==> config.mk <==
export PLATFORM = sky130hd
export DESIGN_NAME = cpbus_decoder
export DESIGN_NICKNAME = d
export VERILOG_FILES = /design/src/rtl/cpbus_pkg.sv /design/src/rtl/cpbus_region_decode.sv /design/src/rtl/cpbus_read_mux.sv /design/src/rtl/cpbus_openbus.sv /design/src/rtl/cpbus_decoder.sv
export SDC_FILE = /design/constraint.sdc
export NUM_CORES = 1
export LEC_CHECK = 0
export CORE_ASPECT_RATIO = 1.25
export CORE_UTILIZATION = 37
export CTS_BUF_LIST = sky130_fd_sc_hd__clkbuf_8
export DETAILED_ROUTE_END_ITERATION = 6
export GPL_ROUTABILITY_DRIVEN = 1
export PLACE_DENSITY = 0.95
export SLEW_MARGIN = 30
export SYNTH_ARGS = -nofsm -noshare
export SYNTH_HDL_FRONTEND = slang
export SYNTH_SLANG_ARGS = --single-unit
==> constraint.sdc <==
create_clock -name clk -period 1.9 [get_ports clk]
set_input_delay 0.19 -clock clk [delete_from_list [all_inputs] [get_ports clk]]
set_output_delay 0.19 -clock clk [all_outputs]
set_load 0.01 [all_outputs]
==> src/rtl/cpbus_pkg.sv <==
package cpbus_pkg;

  typedef enum logic [2:0] {
    RGN_NONE  = 3'd0,
    RGN_IRAM  = 3'd1,
    RGN_HOLE  = 3'd2,
    RGN_BMP   = 3'd3,
    RGN_OTHER = 3'd4
  } rgn_e;

  // Bank and offset split of the bus address
  localparam int BANK_W = 8;
  localparam int OFF_W  = 16;

  // Offset boundaries in the low/mirror banks
  localparam logic [3:0] IRAM_OFF_HI4  = 4'h0;  // offset 0x0xxx
  localparam logic [2:0] BMP_OFF_HI3   = 3'b011; // offset 0x6000-0x7FFF
  localparam logic [3:0] BMP_BANK_HI4  = 4'h6;  // banks 0x60-0x6F
  localparam logic [1:0] ROM_BANK_HI2  = 2'b11; // banks 0xC0-0xFF

endpackage

==> src/rtl/cpbus_region_decode.sv <==
module cpbus_region_decode
  import cpbus_pkg::*;
#(
  parameter int ADDR_W  = 24,
  parameter int IRAM_AW = 11
) (
  input  logic [ADDR_W-1:0] addr,
  output rgn_e              region
);

  localparam int BANK_LSB = ADDR_W - BANK_W;

  logic [BANK_W-1:0] bank;
  logic [OFF_W-1:0]  off;
  logic              low_bank;
  logic              hit_iram_win;
  logic              hit_bmp;
  logic              hit_other;

  always_comb begin
    bank = addr[ADDR_W-1:BANK_LSB];
    off  = addr[OFF_W-1:0];
    // banks 00-3F and 80-BF share bit 6 clear
    low_bank     = ~bank[BANK_W-2];
    hit_iram_win = low_bank && (off[OFF_W-1:OFF_W-4] == IRAM_OFF_HI4);
    hit_bmp      = (low_bank && (off[OFF_W-1:OFF_W-3] == BMP_OFF_HI3)) ||
                   (bank[BANK_W-1:BANK_W-4] == BMP_BANK_HI4);
    hit_other    = (low_bank && off[OFF_W-1]) ||
                   (bank[BANK_W-1:BANK_W-2] == ROM_BANK_HI2);
  end

  always_comb begin
    region = RGN_NONE;
    if (hit_iram_win) begin
      region = off[IRAM_AW] ? RGN_HOLE : RGN_IRAM;
    end else if (hit_bmp) begin
      region = RGN_BMP;
    end else if (hit_other) begin
      region = RGN_OTHER;
    end
  end

endmodule

==> src/rtl/cpbus_read_mux.sv <==
module cpbus_read_mux
  import cpbus_pkg::*;
#(
  parameter int DATA_W = 8
) (
  input  rgn_e              region,
  input  logic [DATA_W-1:0] iram_rdata,
  input  logic [DATA_W-1:0] bmp_rdata,
  input  logic [DATA_W-1:0] other_rdata,
  input  logic [DATA_W-1:0] openbus,
  output logic [DATA_W-1:0] value,
  output logic              mapped
);

  always_comb begin
    mapped = 1'b1;
    unique case (region)
      RGN_IRAM:  value = iram_rdata;
      RGN_HOLE:  value = '0;
      RGN_BMP:   value = bmp_rdata;
      RGN_OTHER: value = other_rdata;
      default: begin
        value  = openbus;
        mapped = 1'b0;
      end
    endcase
  end

endmodule

==> src/rtl/cpbus_openbus.sv <==
module cpbus_openbus #(
  parameter int DATA_W = 8
) (
  input  logic              clk,
  input  logic              rst_n,
  input  logic              rd,
  input  logic              wr,
  input  logic              mapped,
  input  logic [DATA_W-1:0] rd_value,
  input  logic [DATA_W-1:0] wdata,
  output logic [DATA_W-1:0] openbus_q,
  output logic [DATA_W-1:0] rdata_q
);

  logic              ob_en;
  logic [DATA_W-1:0] ob_d;
  logic              rdata_en;

  always_comb begin
    rdata_en = rd;
    ob_en    = 1'b0;
    ob_d     = openbus_q;
    if (rd) begin
      ob_en = 1'b1;
      ob_d  = rd_value;
    end else if (wr && mapped) begin
      ob_en = 1'b1;
      ob_d  = wdata;
    end
  end

  always_ff @(posedge clk or negedge rst_n) begin
    if (!rst_n) begin
      openbus_q <= '0;
    end else if (ob_en) begin
      openbus_q <= ob_d;
    end
  end

  always_ff @(posedge clk or negedge rst_n) begin
    if (!rst_n) begin
      rdata_q <= '0;
    end else if (rdata_en) begin
      rdata_q <= rd_value;
    end
  end

endmodule

==> src/rtl/cpbus_decoder.sv <==
module cpbus_decoder
  import cpbus_pkg::*;
#(
  parameter int ADDR_W  = 24,
  parameter int DATA_W  = 8,
  parameter int IRAM_AW = 11
) (
  input  logic               clk,
  input  logic               rst_n,
  input  logic [ADDR_W-1:0]  cpu_addr,
  input  logic               cpu_rd,
  input  logic               cpu_wr,
  input  logic [DATA_W-1:0]  cpu_wdata,
  output logic [DATA_W-1:0]  cpu_rdata,
  output logic [DATA_W-1:0]  tgt_wdata,
  output logic               iram_sel,
  output logic               iram_we,
  output logic [IRAM_AW-1:0] iram_addr,
  input  logic [DATA_W-1:0]  iram_rdata,
  output logic               bmp_sel,
  output logic               bmp_we,
  input  logic [DATA_W-1:0]  bmp_rdata,
  output logic               other_sel,
  output logic               other_we,
  input  logic [DATA_W-1:0]  other_rdata
);

  rgn_e              region;
  logic [DATA_W-1:0] rd_value;
  logic              mapped;
  logic [DATA_W-1:0] openbus_q;
  logic              strobe;
  logic              wr_only;

  cpbus_region_decode #(
    .ADDR_W  (ADDR_W),
    .IRAM_AW (IRAM_AW)
  ) u_decode (
    .addr   (cpu_addr),
    .region (region)
  );

  cpbus_read_mux #(
    .DATA_W (DATA_W)
  ) u_mux (
    .region      (region),
    .iram_rdata  (iram_rdata),
    .bmp_rdata   (bmp_rdata),
    .other_rdata (other_rdata),
    .openbus     (openbus_q),
    .value       (rd_value),
    .mapped      (mapped)
  );

  cpbus_openbus #(
    .DATA_W (DATA_W)
  ) u_openbus (
    .clk       (clk),
    .rst_n     (rst_n),
    .rd        (cpu_rd),
    .wr        (cpu_wr),
    .mapped    (mapped),
    .rd_value  (rd_value),
    .wdata     (cpu_wdata),
    .openbus_q (openbus_q),
    .rdata_q   (cpu_rdata)
  );

  always_comb begin
    strobe    = cpu_rd | cpu_wr;
    wr_only   = cpu_wr & ~cpu_rd;
    iram_sel  = strobe && (region == RGN_IRAM);
    bmp_sel   = strobe && (region == RGN_BMP);
    other_sel = strobe && (region == RGN_OTHER);
    iram_we   = iram_sel & wr_only;
    bmp_we    = bmp_sel & wr_only;
    other_we  = other_sel & wr_only;
    iram_addr = cpu_addr[IRAM_AW-1:0];
    tgt_wdata = cpu_wdata;
  end

endmodule

==> impl_metrics.tcl <==
set metrics [dict create \
    grt_first_pass_wirelength_microns 5910 \
    fp.dieArea_sq_um 3410 \
    max_stage_delay_ps 440 \
    synth.avg_cell_area_sq_um 9.64 \
    drv_cap 0 \
    fp-row-count 22 \
    power_per_cell_area_nw_per_um2 573 \
    synth_fp_nets 182 \
    pwr-share-clk 0.217 \
    worst_setup_hold_path_clk_slew_ps 60 \
    synth-main-ff-cell "sky130_fd_sc_hd__dfrtp_1" \
    share_seq_of_total_power 0.387 \
    timing.critical_path.arrival_ps 1940 \
    initial_antenna_violation_count 0 \
    finalCritPeriodShare 0.948 \
    global_route.overflow_total 0 \
    finalClockSkew_ps 0.993 \
    hold_ws_ps 374 \
    intPower_mw 0.803 \
    fillers 220 \
    timing.fmax_mhz 555 \
    ys_seq_area_frac 0.340 \
    drt.antenna.violating_nets 0 \
    critical_path_required_ps 2040 \
    synthesis.area_sq_um 1180 \
    rsz0062_at_grt "no" \
    vias 1312 \
    layout.cell_area.non_filler_sq_um 1960 \
    switching_portion_of_total_power 0.286 \
    grt_max_degree 20 \
    capturing_element_type_of_the_critical_path "register" \
    coreArea_sq_um 2970 \
    fin_nets 254 \
    timing.final.setup_violations 0 \
    final_cell_mix "59 x sky130_fd_sc_hd__clkdlybuf4s50_1, 24 x sky130_fd_sc_hd__buf_4, 16 x sky130_fd_sc_hd__dfrtp_1" \
    critPathLaunchType "input port" \
    routedWlPerCell_microns 16.8 \
    initial_core_util 0.396 \
    vdd_drop_max_mv 0.326 \
    chipWidth_microns 52.4 \
    wl_microns 3830 \
    number_of_different_library_cells_in_the_post_synthesis_netlist 30 \
    gpl.final_weighted_congestion 0.819 \
    routed_via_density 5.75 \
    io_pins 93 \
    overall_global_routing_usage 0.230 \
    numCtsBuffers 3 \
    post-dp-hpwl_microns 2900 \
    slew_headroom 0.524 \
    tightest_slew_ps 711 \
    fin_total_pwr_mw 1.12 \
    asyncSetResetFlopFracSynth 1.00 \
    multi_input_area_sq_um 571 \
    layout-drive-gt1-share 0.208 \
    synthesis.yosys.warnings 0 \
    p_leak_nw 0.872 \
    antenna_cells_inserted 0 \
    ctsHoldBuffers 0 \
    clock-sinks 16 \
    netSwitchingPower_mw 0.321 \
    crit_path_max_fanout 5 \
    cts_max_path_buffers 2 \
    commonest_non_fill_non_tap_cell_in_the_layout "sky130_fd_sc_hd__clkdlybuf4s50_1" \
    pwr-share-comb 0.396 \
    number_of_global_route_vias_before_repair 1347 \
    die_h_microns 65.0 \
    place_area_sq_um 1880 \
    synthToLayoutAreaGrowth_pct 66.7 \
    layout.area.seq_sq_um 400 \
    final.min_clock_period_ps 1800 \
    drt_drc 0 \
    cts.htree.levels 1 \
    crit_type "input port to register" \
    crit_chain "clkdlybuf4s50_1, or3_1, a22oi_1, buf_4, o21ai_1, buf_4, o21ai_0" \
    tritoncts "built" \
    synth-edff-count 0 \
    timing_hold_violations_final 0 \
    cp_common_cell "sky130_fd_sc_hd__buf_4" \
    critical_path.slowest_cell "sky130_fd_sc_hd__or3_1" \
    clk_latency_ps 240 \
    detailedRoute.firstIterationViolations 113 \
    port-buffer-count 66 \
    cts_root_buffer "sky130_fd_sc_hd__clkbuf_8" \
    firstDrtPassIters 4 \
    hold_path_class "input port to async pin" \
    synth_cells 122 \
    outcome "finished clean" \
    timing_max_transition_violations_final 0 \
    ys_seq_elements 16 \
]
-- worst paths after layout --
kind | to | cells past startpoint | from | slack [ps]
max | u_openbus.rdata_q[2] | 7 | cpu_addr[12] | 100
min | u_openbus.rdata_q[1] | 1 | rst_n | 370
max reg2reg | u_openbus.rdata_q[2] | 3 | u_openbus.rdata_q[2] | 930
min reg2reg | u_openbus.openbus_q[6] | 2 | u_openbus.openbus_q[6] | 540
max in group asynchronous | u_openbus.rdata_q[2] | 1 | rst_n | 1070
min in group clk | iram_addr[0] | 0 | cpu_addr[0] | 380
-- area by class of cell --
class	instances	area share
inverter	14	0.0268
clock buffer	3	0.0211
sequential	16	0.204
multi-input combinational	68	0.291
timing repair buffer	91	0.434
tap	36	0.0230
-- logic make-up (layout without fill, tap and decap cells) --
| family | after synthesis | count (layout) | synth area share |
|---|---|---|---|
| muxes | 1 | 1 | 0.00851 |
| and+or+nand+nor | 25 | 25 | 0.152 |
| buffers and inverters | 38 | 108 | 0.190 |
| AOI/OAI and AO/OA | 42 | 42 | 0.309 |
| DFF | 16 | 16 | 0.340 |
-- registers in the layout, indices dropped and copies added, names as in the netlist --
| register | count |
|---|---|
| u_openbus.rdata_q | 8 |
| u_openbus.openbus_q | 8 |
-- per-stage QoR --
step | util | setup WS, ps | std cells | TNS, ps
final | 0.660 | 99.7 | 228 | 0
after global routing | 0.660 | 22.2 | 228 | 0
after CTS | 0.651 | 46.6 | 228 | 0
after detailed placement | 0.633 | -325 | 223 | -4590
after global placement | 0.633 | -158 | 223 | -2040
after floorplan | - | 427 | 122 | 0
-- Yosys cell counts (2+ instances only) --
| cell | number | area (sq um) |
|---|---|---|
| sky130_fd_sc_hd__buf_4 | 19 | 143 |
| sky130_fd_sc_hd__a221oi_1 | 3 | 26.3 |
| sky130_fd_sc_hd__clkbuf_1 | 2 | 7.51 |
| sky130_fd_sc_hd__a222oi_1 | 13 | 130 |
| sky130_fd_sc_hd__inv_1 | 14 | 52.6 |
| sky130_fd_sc_hd__nor2_1 | 6 | 22.5 |
| sky130_fd_sc_hd__a41oi_1 | 8 | 70.1 |
| sky130_fd_sc_hd__nor2b_1 | 8 | 50.1 |
| sky130_fd_sc_hd__dfrtp_1 | 16 | 400 |
| sky130_fd_sc_hd__nor3_1 | 3 | 15.0 |
| sky130_fd_sc_hd__buf_2 | 2 | 10.0 |
| sky130_fd_sc_hd__a211oi_1 | 3 | 22.5 |
| sky130_fd_sc_hd__o21ai_0 | 8 | 40.0 |
-- timing repair --
item                                   in CTS  in global routing
buffers inserted                            2                  0
gates resized for setup                     6                  6
endpoints found under the hold margin       0                  0
setup endpoints to repair                  13                 15
pin swaps                                   3                  4
-- critical path: cells and delay by family --
kind,cells,cell delay [ps]
compound gates,3,550
buf+inv,3,760
simple gates,1,440
-- routing by layer --
metal | share of wire | up-vias | global-route usage | routed length (microns)
li1 | - | 592 | - | -
met1 | 0.36 | 641 | 0.244 | 1380
met3 | 0.065 | 10 | 0.0211 | 248
met2 | 0.56 | 69 | 0.448 | 2130
met5 | 0 | - | 0 | 0
met4 | 0.019 | 0 | 0.0822 | 74
-- power by group through the flow --
stage | clock network [mW] | registers [mW] | logic, mW
after global placement | 0 | 0.431 | 0.420
after CTS | 0.245 | 0.434 | 0.441
after global routing | 0.259 | 0.441 | 0.479
final | 0.244 | 0.435 | 0.445
after floorplan | 0 | 0.445 | 0.190
after detailed placement | 0 | 0.437 | 0.436
Note: power is estimated with default switching activity, not from simulation.
